==> src/rtl/tmr_pkg.sv <==
package tmr_pkg;
    localparam int PRE_N = 3;

    localparam logic [2:0] CKS_OFF   = 3'b000;
    localparam logic [2:0] CKS_CHAIN = 3'b100;
    localparam logic [2:0] CKS_EXT   = 3'b101;

    localparam logic [2:0] REG_CTRL = 3'd0;
    localparam logic [2:0] REG_OACT = 3'd1;
    localparam logic [2:0] REG_STAT = 3'd2;
    localparam logic [2:0] REG_CNT  = 3'd3;
    localparam logic [2:0] REG_CMPA = 3'd4;
    localparam logic [2:0] REG_CMPB = 3'd5;

    typedef enum logic [1:0] {
        CLR_NONE = 2'b00,
        CLR_CMPA = 2'b01,
        CLR_CMPB = 2'b10,
        CLR_EXT  = 2'b11
    } clr_sel_e;

    typedef enum logic [1:0] {
        ACT_KEEP = 2'b00,
        ACT_LOW  = 2'b01,
        ACT_HIGH = 2'b10,
        ACT_TOG  = 2'b11
    } out_act_e;

    typedef struct packed {
        logic inc;
        logic clr;
        logic ev_a;
        logic ev_b;
        logic ev_ov;
    } step_t;

    function automatic logic apply_act(input logic [1:0] act, input logic cur);
        case (out_act_e'(act))
            ACT_LOW:  return 1'b0;
            ACT_HIGH: return 1'b1;
            ACT_TOG:  return ~cur;
            default:  return cur;
        endcase
    endfunction

    function automatic step_t chan_step(input logic en, input logic eq_a,
                                        input logic eq_b, input logic at_max,
                                        input logic [1:0] csel, input logic rst_edge);
        step_t s;
        s.inc  = en;
        s.ev_a = en & eq_a;
        s.ev_b = en & eq_b;
        s.clr  = ((clr_sel_e'(csel) == CLR_CMPA) & s.ev_a)
               | ((clr_sel_e'(csel) == CLR_CMPB) & s.ev_b)
               | ((clr_sel_e'(csel) == CLR_EXT)  & rst_edge);
        s.ev_ov = en & at_max & ~s.clr;
        return s;
    endfunction
endpackage

==> src/rtl/tmr_edge_det.sv <==
module tmr_edge_det #(
    parameter int N = 4
) (
    input  logic         clk,
    input  logic         rst_n,
    input  logic [N-1:0] din,
    output logic [N-1:0] rise
);
    logic [N-1:0] prev_d, prev_q;

    always_comb begin
        prev_d = din;
        rise   = din & ~prev_q;
    end

    always_ff @(posedge clk or negedge rst_n) begin
        if (!rst_n) prev_q <= '0;
        else        prev_q <= prev_d;
    end
endmodule

==> src/rtl/tmr_tick_sel.sv <==
module tmr_tick_sel
    import tmr_pkg::*;
(
    input  logic [2:0]       cks,
    input  logic [PRE_N-1:0] pre_tick,
    input  logic             ext_edge,
    output logic             tick
);
    always_comb begin
        case (cks)
            3'b001:  tick = pre_tick[0];
            3'b010:  tick = pre_tick[1];
            3'b011:  tick = pre_tick[2];
            CKS_EXT: tick = ext_edge;
            default: tick = 1'b0;
        endcase
    end
endmodule

==> src/rtl/tmr_chan.sv <==
module tmr_chan
    import tmr_pkg::*;
#(
    parameter int DW = 8
) (
    input  logic          clk,
    input  logic          rst_n,
    input  logic          wr_en,
    input  logic [2:0]    wr_reg,
    input  logic [DW-1:0] wdata,
    input  logic          rd_stat,
    input  step_t         step,
    output logic [DW-1:0] cnt,
    output logic [DW-1:0] cmpa,
    output logic [DW-1:0] cmpb,
    output logic [7:0]    ctrl,
    output logic [3:0]    oact,
    output logic [2:0]    flags,
    output logic          tmo,
    output logic          irq_a,
    output logic          irq_b,
    output logic          irq_ov
);
    typedef struct packed {
        logic [DW-1:0] cnt;
        logic [DW-1:0] cmpa;
        logic [DW-1:0] cmpb;
        logic [7:0]    ctrl;
        logic [3:0]    oact;
        logic [2:0]    flags;
        logic [2:0]    arm;
        logic          tmo;
    } chan_state_t;

    chan_state_t st_d, st_q;
    logic [2:0]  sw_clr;
    logic [2:0]  hw_set;

    always_comb begin
        st_d   = st_q;
        sw_clr = '0;
        hw_set = {step.ev_ov, step.ev_b, step.ev_a};

        if (wr_en) begin
            case (wr_reg)
                REG_CTRL: st_d.ctrl = wdata[7:0];
                REG_OACT: st_d.oact = wdata[3:0];
                REG_CMPA: st_d.cmpa = wdata;
                REG_CMPB: st_d.cmpb = wdata;
                REG_STAT: sw_clr    = st_q.arm & ~wdata[2:0];
                default:  ;
            endcase
        end

        if (wr_en && wr_reg == REG_CNT) st_d.cnt = wdata;
        else if (step.clr)              st_d.cnt = '0;
        else if (step.inc)              st_d.cnt = st_q.cnt + 1'b1;

        st_d.flags = (st_q.flags & ~sw_clr) | hw_set;
        if (rd_stat) st_d.arm = st_q.flags;
        else         st_d.arm = st_q.arm & ~sw_clr;

        if (step.ev_a)      st_d.tmo = apply_act(st_q.oact[1:0], st_q.tmo);
        else if (step.ev_b) st_d.tmo = apply_act(st_q.oact[3:2], st_q.tmo);
    end

    always_ff @(posedge clk or negedge rst_n) begin
        if (!rst_n) st_q <= '0;
        else        st_q <= st_d;
    end

    assign cnt    = st_q.cnt;
    assign cmpa   = st_q.cmpa;
    assign cmpb   = st_q.cmpb;
    assign ctrl   = st_q.ctrl;
    assign oact   = st_q.oact;
    assign flags  = st_q.flags;
    assign tmo    = st_q.tmo;
    assign irq_a  = st_q.flags[0] & st_q.ctrl[5];
    assign irq_b  = st_q.flags[1] & st_q.ctrl[6];
    assign irq_ov = st_q.flags[2] & st_q.ctrl[7];
endmodule

==> src/rtl/tmr_pair.sv <==
module tmr_pair
    import tmr_pkg::*;
#(
    parameter int DW = 8,
    parameter int NCH = 2
) (
    input  logic             clk,
    input  logic             rst_n,
    input  logic             bus_wr,
    input  logic             bus_rd,
    input  logic [3:0]       bus_addr,
    input  logic [DW-1:0]    bus_wdata,
    output logic [DW-1:0]    bus_rdata,
    input  logic [PRE_N-1:0] pre_tick,
    input  logic [NCH-1:0]   ext_clk,
    input  logic [NCH-1:0]   ext_rst,
    output logic [NCH-1:0]   tmo,
    output logic [NCH-1:0]   irq_a,
    output logic [NCH-1:0]   irq_b,
    output logic [NCH-1:0]   irq_ov
);
    localparam int WW = 2 * DW;

    logic [DW-1:0]  cnt_w  [NCH];
    logic [DW-1:0]  cmpa_w [NCH];
    logic [DW-1:0]  cmpb_w [NCH];
    logic [7:0]     ctrl_w [NCH];
    logic [3:0]     oact_w [NCH];
    logic [2:0]     flag_w [NCH];
    step_t          step_w [NCH];
    logic [NCH-1:0] base_tick;
    logic [NCH-1:0] clk_edge, rst_edge;

    tmr_edge_det #(.N(2 * NCH)) u_edges (
        .clk  (clk),
        .rst_n(rst_n),
        .din  ({ext_rst, ext_clk}),
        .rise ({rst_edge, clk_edge})
    );

    for (genvar i = 0; i < NCH; i++) begin : g_ch
        tmr_tick_sel u_sel (
            .cks     (ctrl_w[i][2:0]),
            .pre_tick(pre_tick),
            .ext_edge(clk_edge[i]),
            .tick    (base_tick[i])
        );

        tmr_chan #(.DW(DW)) u_chan (
            .clk    (clk),
            .rst_n  (rst_n),
            .wr_en  (bus_wr && (bus_addr[3] == 1'(i))),
            .wr_reg (bus_addr[2:0]),
            .wdata  (bus_wdata),
            .rd_stat(bus_rd && (bus_addr[3] == 1'(i)) && (bus_addr[2:0] == REG_STAT)),
            .step   (step_w[i]),
            .cnt    (cnt_w[i]),
            .cmpa   (cmpa_w[i]),
            .cmpb   (cmpb_w[i]),
            .ctrl   (ctrl_w[i]),
            .oact   (oact_w[i]),
            .flags  (flag_w[i]),
            .tmo    (tmo[i]),
            .irq_a  (irq_a[i]),
            .irq_b  (irq_b[i]),
            .irq_ov (irq_ov[i])
        );
    end

    // Chaining decisions: which tick, clear and events each channel sees.
    logic          mode16, mcount, bad_cfg;
    logic [WW-1:0] wide_cnt;
    step_t         wide_s;
    logic          en1;

    always_comb begin
        mode16   = (ctrl_w[0][2:0] == CKS_CHAIN) && (ctrl_w[1][2:0] != CKS_CHAIN);
        mcount   = (ctrl_w[1][2:0] == CKS_CHAIN) && (ctrl_w[0][2:0] != CKS_CHAIN);
        bad_cfg  = (ctrl_w[0][2:0] == CKS_CHAIN) && (ctrl_w[1][2:0] == CKS_CHAIN);
        wide_cnt = {cnt_w[0], cnt_w[1]};

        step_w[0] = chan_step(base_tick[0], cnt_w[0] == cmpa_w[0], cnt_w[0] == cmpb_w[0],
                              cnt_w[0] == '1, ctrl_w[0][4:3], rst_edge[0]);
        en1 = mcount ? step_w[0].ev_a : base_tick[1];
        step_w[1] = chan_step(en1, cnt_w[1] == cmpa_w[1], cnt_w[1] == cmpb_w[1],
                              cnt_w[1] == '1, ctrl_w[1][4:3], rst_edge[1]);

        wide_s = chan_step(base_tick[1], wide_cnt == {cmpa_w[0], cmpa_w[1]},
                           wide_cnt == {cmpb_w[0], cmpb_w[1]}, wide_cnt == '1,
                           ctrl_w[0][4:3], rst_edge[0]);

        if (mode16) begin
            step_w[0].inc   = base_tick[1] & (cnt_w[1] == '1);
            step_w[0].clr   = wide_s.clr;
            step_w[0].ev_a  = wide_s.ev_a;
            step_w[0].ev_b  = wide_s.ev_b;
            step_w[0].ev_ov = wide_s.ev_ov;
            step_w[1].inc   = base_tick[1];
            step_w[1].clr   = wide_s.clr;
            step_w[1].ev_a  = base_tick[1] & (cnt_w[1] == cmpa_w[1]);
            step_w[1].ev_b  = base_tick[1] & (cnt_w[1] == cmpb_w[1]);
            step_w[1].ev_ov = 1'b0;
        end
        if (bad_cfg) begin
            step_w[0] = '0;
            step_w[1] = '0;
        end
    end

    // Read multiplexer.
    always_comb begin
        case (bus_addr[2:0])
            REG_CTRL: bus_rdata = DW'(ctrl_w[bus_addr[3]]);
            REG_OACT: bus_rdata = DW'(oact_w[bus_addr[3]]);
            REG_STAT: bus_rdata = DW'(flag_w[bus_addr[3]]);
            REG_CNT:  bus_rdata = cnt_w[bus_addr[3]];
            REG_CMPA: bus_rdata = cmpa_w[bus_addr[3]];
            REG_CMPB: bus_rdata = cmpb_w[bus_addr[3]];
            default:  bus_rdata = '0;
        endcase
    end
endmodule

==> config.mk <==
export PLATFORM = sky130hd
export DESIGN_NAME = tmr_pair
export DESIGN_NICKNAME = d
export VERILOG_FILES = /design/src/rtl/tmr_pkg.sv /design/src/rtl/tmr_edge_det.sv /design/src/rtl/tmr_tick_sel.sv /design/src/rtl/tmr_chan.sv /design/src/rtl/tmr_pair.sv
export SDC_FILE = /design/constraint.sdc
export NUM_CORES = 1
export LEC_CHECK = 0
export ABC_AREA = 1
export CAP_MARGIN = 10
export CORE_ASPECT_RATIO = 0.8
export CORE_MARGIN = 2
export CORE_UTILIZATION = 54
export CTS_BUF_LIST = sky130_fd_sc_hd__clkbuf_16
export DETAILED_ROUTE_END_ITERATION = 8
export PLACE_DENSITY_LB_ADDON = 0.12
export SLEW_MARGIN = 10
export SYNTH_ARGS = -nofsm -noshare
export SYNTH_HDL_FRONTEND = slang
export SYNTH_SLANG_ARGS = --single-unit
==> constraint.sdc <==
create_clock -name clk -period 1.8 [get_ports clk]
set_input_delay 0.45 -clock clk [delete_from_list [all_inputs] [get_ports clk]]
set_output_delay 0.45 -clock clk [all_outputs]
set_load 0.02 [all_outputs]
# After elaboration in Yosys (flattened, before gate mapping)
# Index checks and enable logic that the tools add are counted.
[op_classes] n_mux=44 n_div=0 magnitude_cmp=1 n_reduce_logical=28 add_sub_neg=2 bitwise=55 n_eq_ne=46 shift=0 n_mul=0
[op_table] op="$mux W8" n=18
[op_table] op="$pmux W8 S6" n=1
[op_table] op="$eq A16 B16 Y1" n=2
[op_table] op="$eq A8 B8 Y1" n=4
[op_table] op="$and A1 B1 Y1" n=29
[op_table] op="$mux W3" n=9
[op_table] op="$eq A2 B2 Y1 const B" n=12
[op_table] op="$mux W10" n=2
[op_table] op="$and A3 B3 Y3" n=6
[op_table] op="$eq A3 B2 Y1 const B" n=6
[op_table] op="$eq A3 B3 Y1 const B" n=6
[op_table] op="$add A8 B1 Y8 const B" n=2
[op_table] op="$eq A16 B16 Y1 const B" n=1
[op_table] op="$eq A8 B8 Y1 const B" n=2
[op_table] op="$reduce_and A2 Y1" n=8
[op_table] op="$eq A2 B1 Y1 const B" n=6
[op_table] op="$mux W4" n=3
[op_table] op="$pmux W1 S3" n=4
[op_table] op="$logic_and A1 B1 Y1" n=11
[op_table] op="$eq A3 B1 Y1 const B" n=3
[op_table] op="$not A3 Y3" n=3
[op_table] op="$ne A4 B1 Y1 const B" n=2
[op_table] op="$pmux W1 S4" n=2
[op_table] op="$reduce_bool A4 Y1" n=2
[op_table] op="other kinds (13)" n=32
[totals] mem_count=0 rom_bits=0 inputBits=23 ramBits=0 reg_bits=90 latchBits=0

# Depth between registers and ports, before layout
# Gate-level depths: netlist of run 1.
[logic_depth] depth_word=16 depth_mapped=18 depth_no_buf=17

# By module
# Synthesis of run 1 repeated with hierarchy kept, for this count alone.
[hier_totals] cells_unflattened=926 hier_area_um2=6414.9
[modules_own_cells] module="tmr_chan" area_per_inst_um2=2289.7 seq_area_each_um2=1076.0 instances=2 cells_per_inst=280
[modules_own_cells] module="tmr_pair" area_per_inst_um2=1592.8 seq_area_each_um2=0.0 instances=1 cells_per_inst=332
[modules_own_cells] module="tmr_edge_det" area_per_inst_um2=140.1 seq_area_each_um2=100.1 instances=1 cells_per_inst=12
[modules_own_cells] module="tmr_tick_sel" area_per_inst_um2=51.3 seq_area_each_um2=0.0 instances=2 cells_per_inst=11

# Worst setup path after synthesis of run 1
# Ideal clock, no wire load.
[synth_path] path_kind="input -> output" start="input bus_addr[3]" end="output bus_rdata[0]" required_ps=1350 stages=5 slack_ps=-230 arrival_ps=1580 cell_sequence="clkbuf_1 > clkbuf_1 > o21ai_0 > a221oi_1 > o211ai_1"
[synth_via] elab_chain_len=5 elab_cells_between_ends=20
[synth_rtl] item="from (decl)" line="tmr_pair.sv:11" rtl="input logic [3:0] bus_addr,"
[synth_rtl] item="$not A1 Y2 (not written as such) *"
[synth_rtl] item="$mux W8 (not written as such), or another cell as far along (3 in a row)" line="tmr_pair.sv:118" rtl="REG_CMPB: bus_rdata = cmpb_w[bus_addr[3]];"
[synth_rtl] item="$pmux W8 S6 *" line="tmr_pair.sv:112" rtl="case (bus_addr[2:0])"
[synth_rtl] item="to (decl)" line="tmr_pair.sv:13" rtl="output logic [DW-1:0] bus_rdata,"
# Mark *: on every way between the ends. The rest lies on a longest branch, timed or not. The select of a mux whose other input is x is not followed.

# Worst setup path in the final report of run 1
[layout_path] start="register g_ch[1].u_chan.st_q, in the netlist g_ch[1].u_chan.ctrl[3]" end="output bus_rdata[3]"
[layout_via] elab_chain_len=4
[layout_rtl] item="from (decl)" line="tmr_chan.sv:35" rtl="chan_state_t st_d, st_q;"
[layout_rtl] item="from (signal assigned)" line="tmr_chan.sv:69" rtl="else st_q <= st_d;"
[layout_rtl] item="$mux W8 (not written as such) (3 in a row)" line="tmr_pair.sv:113" rtl="REG_CTRL: bus_rdata = DW'(ctrl_w[bus_addr[3]]);"
[layout_rtl] item="$pmux W8 S6" line="tmr_pair.sv:112"
# Every way passes these cells. The select of a mux whose other input is x is not followed.

==> impl_metrics.py, run 1 <==
metrics = {
    "run_status": {
        "outcome": "complete, but fails checks",
        "violations": "setup timing",
    },
    "synthesis": {
        "synth_nets": 842,
        "ys_seq_area_share_pct": 39.19,
        "ys_seq_elements": 90,
        "synthTopCellsByArea": "dfrtp_1 39%, nand2_1 18%, o21ai_0 8.2%",
        "syn_inst": 813,
        "synthesis.area_sq_mm": 0.005747,
        "yosysUniqueCellTypes": 39,
        "syn_area_per_cell_sq_um": 7.069,
        "yosysTopAreaCell": "dfrtp_1",
        "yosysTopAreaCellShare_pct": 39.19,
        "ys_warn_count": 0,
    },
    "layout": {
        "drive_gt1_share_pct": 35.54,
        "multi_input_comb_area_sq_mm": 0.003445,
        "fin_cells": 1167,
        "antenna_cells": 0,
        "nFillCells": 591,
        "post-route-util_pct": 84.36,
        "area_growth_pct": 51.53,
        "nets": 1051,
        "final-seq-area_sq_mm": 0.002263,
    },
    "critical_path": {
        "start_kind": "flip-flop",
        "cp.arrival_ns": 1.70,
        "worst_ep_required_time_ns": 1.35,
        "critPathMaxFanout": 2,
        "endpoint_kind": "output port",
        "crit_type": "flip-flop to output port",
    },
    "floorplanning": {
        "num_io_pins": 39,
        "core_sq_mm": 0.01032,
        "design.die.area_sq_mm": 0.01149,
        "die_x_um": 119.3,
        "start_util_pct": 55.67,
        "rows": 33,
        "die_h_um": 96.27,
    },
    "grt": {
        "grt_max_degree": 44,
        "grt_first_pass_wirelength_um": 33580,
        "antenna_found_initial": 0,
        "grt_pass1_vias": 6379,
        "overflow": 0,
        "grt_usage_pct": 38.68,
    },
    "placed_design": {
        "post-dp-hpwl_um": 14800,
        "place_inst": 1105,
        "place_ws_ns": -1.144,
        "gp_congestion": 1.022,
        "io_buffers": 38,
    },
    "timing": {
        "fin_crit_ns": 2.149,
        "rsz0062_at_grt": "true",
        "fmax_ghz": 0.4653,
        "slew_headroom_pct": 67.20,
        "finalHoldViolations": 0,
        "setup_tns_ns": -5.875,
        "tightest_slew_ns": 0.4908,
        "finClkSkew_ns": 0.008312,
        "finalCritPeriodShare_pct": 119.4,
        "maxSlewViolCount": 0,
        "setup_slack_ns": -0.3492,
        "setup_violations": 28,
    },
    "detailed_routing": {
        "route.detailed.drc": 0,
        "wl_per_cell_um": 19.43,
        "vias": 6856,
        "antenna_left": 0,
        "viasPerCell": 5.875,
        "first_pass_iters": 8,
        "drtIter0Drc": 915,
        "routed_wl_um": 22680,
    },
    "pwr": {
        "leakagePower_nw": 4.345,
        "vdd_drop_max_mv": 1.004,
        "power_density_mw_per_mm2": 1156,
    },
    "hold_path": {
        "hold_path_class": "input pin to flip-flop",
    },
    "cts": {
        "htreeDepth": 3,
        "clk_pin_slew_ns": 0.06,
        "ctsRootBufferMaster": "clkbuf_16",
        "cts_sinks": 90,
        "clockBufferDepth": 2,
        "worst_skew_pair.late_latency_ns": 0.35,
        "cts_tree": "done",
        "numCtsBuffers": 9,
    },
    "flow_run": {
        "cap_violations": 0,
    },
}
==> sequential cells by signal (all words and copies together) (netlist names) <==
signal,flops
g_ch.u_chan.cnt,16
g_ch.u_chan.cmpa,16
g_ch.u_chan.tmo,2
u_edges.prev_q,4
g_ch.u_chan.oact,8
g_ch.u_chan.flags,6
g_ch.u_chan.cmpb,16
g_ch.u_chan.ctrl,16
g_ch.u_chan.st_q,6
==> metrics by stage <==
step | instance area, sq um | total power [W] | hold slack [ns]
finish | 8708 | 0.01006 | 0.3917
global route | 8708 | 0.01058 | 0.3896
CTS | 8240 | 0.009191 | 0.3674
detailed placement | 7312 | 0.006891 | 0.2823
global placement | 7312 | 0.006729 | 0.2800
floorplan | 5819 | 0.005163 | 0.1544
==> metal layers <==
| layer | wire [um] | up-vias | GRT usage, % |
|---|---|---|---|
| met2 | 10320 | 484 | 62.64 |
| met4 | 1101 | 0 | 16.76 |
| li1 | - | 3047 | - |
| met5 | 0 | - | 0 |
| met3 | 2705 | 112 | 7.761 |
| met1 | 8546 | 3213 | 51.10 |
==> cell families (layout without fill, tap and decap cells) <==
kind of cell             Yosys count  in the layout  share of synthesized area (%)
flip-flops                        90             90                          39.19
XOR/XNOR                          29             29                          4.420
adder cells (fa/ha/maj)            6              6                          1.306
AO/OA/AOI/OAI                    135            135                          12.41
buffers and inverters            128            339                          10.12
AND/OR/NAND/NOR                  425            428                          32.55
==> worst max-delay path: stages (launching register included) <==
cell,delay [ns]
dfrtp_1,0.42
nand2_1,0.10
o21ai_2,0.05
a22o_1,0.23
a221oi_2,0.21
nand2_1,0.16
buf_6,0.17
==> where the power goes <==
group	internal, W	total [W]	leakage, nW	switching, W
registers	0.00253	0.00308	1.12	0.000550
logic	0.00253	0.00525	3.10	0.00272
clock network	0.000917	0.00173	0.124	0.000813
==> what timing repair did <==
action                     in CTS  in global routing
hold buffers                    1                  0
resized for setup             193                101
pin swaps                      58                 54
setup endpoints to repair      73                 34
buffers inserted               29                 18
cloned                          6                  1
hold endpoints to repair        5                  0
==> synthesized netlist by cell type <==
cell and instances:
ha_1 6, nor2_2 4, a21oi_1 25, o21ai_1 4
o21ai_0 94, buf_2 6, nor3_4 1, or2_2 1
xor2_1 6, nand2_2 9, a221o_1 1, buf_4 10
o211ai_1 3, clkbuf_1 13, nor2_4 3, nor3_2 3
nor2_1 48, dfrtp_1 90, inv_2 12, nand3_2 1
nand3b_2 1, a22o_1 2, xnor2_1 23, nor3_1 8
nor3b_1 1, a221oi_1 3, nand2_4 3, nand3b_1 1
inv_1 78, clkbuf_2 1, buf_6 7, nand2_1 270
nand3_1 41, nand4_1 28, o31ai_1 2, a31oi_1 1
nor4_2 1, inv_4 1, nor4_1 1
==> cell usage in the layout, fill, tap and decap left out, drive strengths merged <==
cell type	count
o21ai	98
clkinvlp	2
clkbuf	10
nor4	2
nor2	55
a221o	1
nand4	28
dlygate4sd2	7
ha	6
a21oi	25
a22o	2
xor2	6
a221oi	3
nand3	42
dlymetal6s2s	2
inv	91
nor3	12
clkdlybuf4s15	2
buf	205
clkinv	5
or2	1
nand3b	2
dfrtp	90
xnor2	23
a31oi	1
nor3b	1
o31ai	2
nand2	285
dlygate4sd3	1
o211ai	3
clkdlybuf4s50	14
==> area by class of cell <==
type                    count  area share, %
multi-input cells         598          39.55
flip-flops and latches     90          25.99
repair buffers            232          25.26
inverters                  91          4.181
clock buffers               9          2.586
well taps                 140          2.011
clock inverters             7         0.4167
==> worst paths after layout <==
| kind | startpoint | end | slack, ns | depth (start not counted) |
|---|---|---|---|---|
| max reg2reg | g_ch[1].u_chan.cnt[1] | g_ch[0].u_chan.tmo | -0.29 | 13 |
| min in group asynchronous | rst_n | g_ch[1].u_chan.st_q[3] | 0.46 | 2 |
| max in group asynchronous | rst_n | g_ch[1].u_chan.cnt[5] | 0.86 | 3 |
| min | ext_clk[0] | u_edges.prev_q[0] | 0.39 | 1 |
| min reg2reg | g_ch[0].u_chan.ctrl[6] | g_ch[0].u_chan.ctrl[6] | 0.52 | 2 |
| max | g_ch[1].u_chan.ctrl[3] | bus_rdata[3] | -0.35 | 6 |
Power figures use the tool's default switching activity.
==> inputs of run 2 (changes only) <==
--- a/config.mk
+++ b/config.mk
@@ -12,7 +12,8 @@
 export CORE_UTILIZATION = 54
 export CTS_BUF_LIST = sky130_fd_sc_hd__clkbuf_16
+export CTS_CLUSTER_DIAMETER = 30
 export DETAILED_ROUTE_END_ITERATION = 8
 export PLACE_DENSITY_LB_ADDON = 0.12
-export SLEW_MARGIN = 10
+export SLEW_MARGIN = 5
 export SYNTH_ARGS = -nofsm -noshare
 export SYNTH_HDL_FRONTEND = slang
==> constraint.sdc (replaced) <==
create_clock -name clk -period 1.8 [get_ports clk]
set_input_delay 0.27 -clock clk [delete_from_list [all_inputs] [get_ports clk]]
set_output_delay 0.27 -clock clk [all_outputs]
set_load 0.02 [all_outputs]
==> impl_metrics.py, run 2 (synthesis results as in run 1) <==
metrics = {
    "floorplanning": {
        "design.die.area_sq_mm": 0.01149,
        "num_io_pins": 39,
        "rows": 33,
        "die_h_um": 96.27,
        "die_x_um": 119.3,
        "core_sq_mm": 0.01032,
        "start_util_pct": 55.67,
    },
    "layout": {
        "post-route-cell-area_sq_mm": 0.008307,
        "final_cell_mix": "240 x nand2_1, 139 x buf_4, 78 x o21ai_0",
        "post-route-util_pct": 80.47,
        "drive_gt1_share_pct": 33.50,
        "nets": 1021,
        "mostFrequentLayoutCell": "nand2_1",
        "fin_cells": 1137,
        "antenna_cells": 0,
        "area_growth_pct": 44.55,
    },
    "critical_path": {
        "worst_ep_required_time_ns": 2.04,
        "critPathMaxFanout": 5,
        "start_kind": "flip-flop",
        "endpoint_kind": "flip-flop",
        "cp_common_cell": "nand2_2",
        "reg2reg_depth": 15,
        "crit_chain": "inv_2 > nand2_1 > nand4_1 > nor2_2 > nand2_4 > nor2_4 > nand2_2 > nand3_2 > nand2_4 > nand2_8 > nand2_8 > nand2_2 > nand2_2 > nand2_2 > nand2_1",
        "cp_top_family": "simple AND/OR/NAND/NOR gates",
        "slowest_stage": "dfrtp_2",
        "crit_start": "g_ch[1].u_chan.cnt[6]",
        "rr_startpoint": "g_ch[1].u_chan.cnt[6]",
        "r2r_slack_ns": -0.18,
        "crit_type": "flip-flop to flip-flop",
        "cp.arrival_ns": 2.22,
        "max_stage_delay_ns": 0.43,
        "reg2reg_to": "g_ch[0].u_chan.cnt[3]",
        "path_buf_inv": 1,
    },
    "pwr": {
        "p_int_w": 0.006177,
        "power_density_mw_per_mm2": 1213,
        "power_frac_comb_pct": 47.6,
        "swShare_pct": 38.70,
        "vdd_drop_max_mv": 0.8273,
        "pwr-share-seq_pct": 31.2,
        "power_switching_w": 0.003900,
        "leakagePower_nw": 4.124,
        "clkPwrFrac_pct": 21.1,
    },
    "grt": {
        "grt_pass1_vias": 5953,
        "grt_first_pass_wirelength_um": 30990,
        "overflow": 0,
        "antenna_found_initial": 0,
        "grt_usage_pct": 35.64,
        "grt_max_degree": 91,
    },
    "cts": {
        "cts_sinks": 90,
        "clk_pin_slew_ns": 0.06,
        "worst_skew_pair.late_latency_ns": 0.35,
        "cts_tree": "done",
        "ctsRootBufferMaster": "clkbuf_16",
        "htreeDepth": 3,
        "clockBufferDepth": 2,
        "numCtsBuffers": 9,
    },
    "timing": {
        "setup_violations": 26,
        "fmax_ghz": 0.5041,
        "fin_crit_ns": 1.984,
        "finalCritPeriodShare_pct": 110.2,
        "finalHoldViolations": 0,
        "rsz0062_at_grt": "true",
        "finClkSkew_ns": 0.006822,
        "setup_slack_ns": -0.1837,
        "slew_headroom_pct": 66.92,
        "tightest_slew_ns": 0.4962,
        "maxSlewViolCount": 0,
    },
    "detailed_routing": {
        "wl_met1_um": 8634,
        "wl_met2_um": 9559,
        "drtIter0Drc": 797,
        "maxUsedRoutingLayer": "met4",
        "wl_met3_um": 1990,
        "viasPerCell": 5.651,
        "routed_wl_um": 20820,
        "wl_per_cell_um": 18.31,
        "antenna_left": 0,
        "route.detailed.drc": 0,
        "first_pass_iters": 6,
        "vias": 6425,
    },
    "placed_design": {
        "dpl_cell_area_sq_mm": 0.007188,
        "place_ws_ns": -0.7854,
        "io_buffers": 38,
        "place_inst": 1094,
        "gp_congestion": 0.9827,
        "post-dp-hpwl_um": 14220,
    },
    "run_status": {
        "violations": "setup timing",
        "outcome": "complete, but fails checks",
    },
    "hold_path": {
        "whs_endpoint": "u_edges.prev_q[1]",
        "hold_path_class": "input pin to flip-flop",
        "holdCritStartpoint": "ext_clk[1]",
        "hold_depth": 1,
    },
    "flow_run": {
        "cap_violations": 0,
    },
}
==> run 2: cell types whose count changed in the layout (fill, tap and decap cells not counted), moves of 5 or more <==
cell / previous run / this run
buf_4: 148 / 139
clkdlybuf4s50_1: 14 / 22
buf_6: 39 / 22
o21ai_1: 18 / 13
o21ai_0: 69 / 78
dlygate4sd2_1: 7 / 1
==> run 2: what timing repair did <==
action                                 in CTS  in global routing
pin swaps                                  26                 47
gates resized for setup                   124                101
hold buffers                                1                  0
cloned                                      4                  0
setup buffers                              17                  9
setup endpoints to repair                  30                 31
endpoints found under the hold margin      41                  0
==> run 2: final cells by class <==
cell class	instances	area, sq um
tap	140	175.2
timing repair buffer	202	1800
multi-input combinational	598	3376
clock inverter	7	107.6
inverter	91	354.1
sequential	90	2268
fill	671	2016
clock buffer	9	225.2
==> run 2: how the worst max path moves through the flow <==
| stage | slack (ns) | end | depth (start not counted) |
|---|---|---|---|
| 2_1_floorplan | 0.009 | g_ch[0].u_chan.cnt[6] | 12 |
| 3_3_place_gp | -0.74 | bus_rdata[2] | 9 |
| 3_5_place_dp | -0.79 | bus_rdata[5] | 9 |
| 4_1_cts | -0.08 | bus_rdata[1] | 6 |
| 5_1_grt | -0.30 | g_ch[0].u_chan.cnt[7] | 15 |
| 6_report | -0.18 | g_ch[0].u_chan.cnt[3] | 15 |
==> run 2: metal layers <==
metal	vias to the layer above	GRT usage [%]
li1	2978	-
met1	3062	48.95
met2	335	57.18
met3	50	6.576
met4	0	12.65
met5	-	0
==> run 2: stage by stage <==
| step | hold slack, ns | setup TNS, ns | total power [W] |
|---|---|---|---|
| floorplan | -0.02559 | 0 | 0.005146 |
| CTS | 0.4017 | -1.017 | 0.009306 |
| global placement | 0.3470 | -18.42 | 0.006685 |
| finish | 0.4034 | -2.960 | 0.01008 |
| global route | 0.4023 | -5.486 | 0.01061 |
| detailed placement | 0.3527 | -21.91 | 0.006801 |
==> run 2: worst register-to-register path, cell delays in order, from the launching register on <==
cell and delay (ns):
dfrtp_2 0.43, inv_2 0.09, nand2_1 0.06, nand4_1 0.11
nor2_2 0.23, nand2_4 0.13, nor2_4 0.13, nand2_2 0.06
nand3_2 0.08, nand2_4 0.09, nand2_8 0.14, nand2_8 0.09
nand2_2 0.09, nand2_2 0.05, nand2_2 0.05, nand2_1 0.04
==> run 2: power groups by stage <==
| stage | sequential (W) | clock [W] | combinational, W |
|---|---|---|---|
| 2_1_floorplan | 0.00291 | 0 | 0.00224 |
| 3_3_place_gp | 0.00306 | 0 | 0.00362 |
| 3_5_place_dp | 0.00308 | 0 | 0.00372 |
| 4_1_cts | 0.00307 | 0.00214 | 0.00409 |
| 5_1_grt | 0.00320 | 0.00223 | 0.00518 |
| 6_report | 0.00314 | 0.00213 | 0.00480 |
==> inputs of run 3 (changes only) <==
CELL_PAD_IN_SITES_DETAIL_PLACEMENT = 1   (was not set)
CELL_PAD_IN_SITES_GLOBAL_PLACEMENT = 1   (was not set)
CORE_UTILIZATION = 39   (was 54)
CTS_CLUSTER_SIZE = 16   (was not set)
==> impl_metrics.py, run 3 (synthesis results as in run 1) <==
metrics = {
    "run_status": {
        "outcome": "complete, but fails checks",
        "violations": "setup timing",
    },
    "detailed_routing": {
        "first_pass_iters": 4,
        "drtIter0Drc": 417,
        "wl_per_cell_um": 21.34,
        "vias": 6640,
        "route.detailed.drc": 0,
        "viasPerCell": 5.497,
        "routed_wl_um": 25780,
        "antenna_left": 0,
    },
    "cts": {
        "cts_tree": "done",
        "clockBufferDepth": 2,
        "ctsRootBufferMaster": "clkbuf_16",
        "worst_skew_pair.late_latency_ns": 0.36,
        "cts_sinks": 90,
        "htreeDepth": 3,
        "clk_pin_slew_ns": 0.07,
        "numCtsBuffers": 9,
    },
    "timing": {
        "maxSlewViolCount": 0,
        "hold_ws_ns": 0.3504,
        "tightest_slew_ns": 0.3847,
        "finClkSkew_ns": 0.007575,
        "setup_slack_ns": -0.2600,
        "slew_headroom_pct": 74.08,
        "finalHoldViolations": 0,
        "fmax_ghz": 0.4854,
        "rsz0062_at_grt": "true",
        "setup_violations": 24,
        "finalCritPeriodShare_pct": 114.4,
        "fin_crit_ns": 2.060,
    },
    "grt": {
        "grt_usage_pct": 32.27,
        "antenna_found_initial": 0,
        "grt_pass1_vias": 6897,
        "overflow": 0,
        "grt_max_degree": 42,
        "grt_first_pass_wirelength_um": 38760,
    },
    "placed_design": {
        "post-dp-hpwl_um": 18110,
        "io_buffers": 38,
        "gp_congestion": 0.9578,
    },
    "critical_path": {
        "cp.arrival_ns": 2.30,
        "endpoint_kind": "flip-flop",
        "rr_startpoint": "g_ch[1].u_chan.cnt[4]",
        "start_kind": "flip-flop",
        "critPathMaxFanout": 7,
        "worst_ep_required_time_ns": 2.04,
        "crit_start": "g_ch[1].u_chan.cnt[4]",
        "crit_type": "flip-flop to flip-flop",
    },
    "hold_path": {
        "hold_path_class": "input pin to asynchronous set/reset pin",
    },
    "layout": {
        "nets": 1048,
        "drive_gt1_share_pct": 35.35,
        "nFillCells": 1756,
        "final-seq-area_sq_mm": 0.002267,
        "post-route-util_pct": 59.89,
        "antenna_cells": 0,
        "multi_input_comb_area_sq_mm": 0.003391,
        "area_growth_pct": 49.51,
        "final_cell_mix": "239 x nand2_1, 160 x buf_4, 78 x dfrtp_1",
        "mostFrequentLayoutCell": "nand2_1",
    },
    "flow_run": {
        "cap_violations": 0,
    },
    "floorplanning": {
        "core_sq_mm": 0.01435,
        "die_x_um": 139.7,
        "num_io_pins": 39,
        "design.die.area_sq_mm": 0.01573,
        "rows": 39,
        "die_h_um": 112.6,
        "start_util_pct": 40.06,
    },
    "pwr": {
        "p_int_w": 0.006050,
        "pwr-share-seq_pct": 30.3,
        "clkPwrFrac_pct": 19.2,
        "power_frac_comb_pct": 50.6,
        "power_density_mw_per_mm2": 1202,
        "vdd_drop_max_mv": 0.7867,
        "leakagePower_nw": 4.329,
        "power_switching_w": 0.004277,
        "swShare_pct": 41.42,
    },
}
## run 3: changes by cell type in the layout (fill, tap and decap cells not counted), moves of 3 or more
cell / delta
buf_12: +3
inv_4: +4
buf_4: +21
inv_1: -3
buf_6: +4
nand2_4: +3
## run 3: layer usage
metal	vias to the layer above	track usage, %	part of all wire, %
li1	3038	-	-
met1	3359	43.49	43
met2	186	51.64	48
met3	57	7.082	5.6
met4	0	11.27	2.7
met5	-	0	0
## run 3: final timing paths
kind / endpoint / depth (start not counted) / slack (ns)
min reg2reg: g_ch[1].u_chan.cmpa[6] / 2 / 0.52
min in group clk: u_edges.prev_q[2] / 1 / 0.38
max reg2reg: g_ch[1].u_chan.cnt[3] / 12 / -0.26
min: g_ch[1].u_chan.st_q[1] / 2 / 0.35
max: g_ch[1].u_chan.cnt[3] / 12 / -0.26
max in group asynchronous: g_ch[0].u_chan.cnt[5] / 3 / 0.84
## run 3: power by group through the flow
stage	sequential, W	clock [W]	combinational [W]
floorplan	0.00291	0	0.00224
global placement	0.00305	0	0.00384
detailed placement	0.00309	0	0.00403
CTS	0.00308	0.00199	0.00457
global route	0.00319	0.00209	0.00563
finish	0.00313	0.00198	0.00522
## run 3: critical path, cell delays in order (launching register included)
cell and delay (ns):
dfrtp_2 0.47, xnor2_1 0.19, nand2_1 0.09, nor2_2 0.18, nand2_4 0.13, nor2_4 0.11, nand2_1 0.07, nand3_2 0.11
nand2_4 0.12, buf_12 0.15, buf_16 0.13, nand4_1 0.10, nand3_1 0.08
## run 3: metrics by stage
step                      std cells  worst slack (ns)  TNS, ns  area (sq um)  power, W
after detailed placement       1155           -0.7501   -20.36          7416  0.007118
after global placement         1155           -0.7410   -15.27          7416  0.006895
after global routing           1208           -0.3336   -6.771          8592   0.01091
after floorplan                 813          0.009311        0          5747  0.005146
after CTS                      1199           -0.1703   -3.280          8202  0.009639
final                          1208           -0.2600   -4.581          8592   0.01033
## run 3: repair_timing
| item | in CTS | in global routing |
|---|---|---|
| hold buffers | 1 | 0 |
| endpoints found under the setup margin | 34 | 35 |
| setup buffers | 24 | 11 |
| pin swaps | 35 | 46 |
| gates cloned | 4 | 1 |
| resized for setup | 129 | 100 |
| hold endpoints to repair | 21 | 0 |
## run 3: area by class of cell
type / count / share of cell area, %
well taps: 184 / 2.679
clock inverters: 7 / 0.8883
repair buffers: 229 / 23.81
multi-input cells: 598 / 39.46
flip-flops and latches: 90 / 26.39
clock buffers: 9 / 2.621
inverters: 91 / 4.150
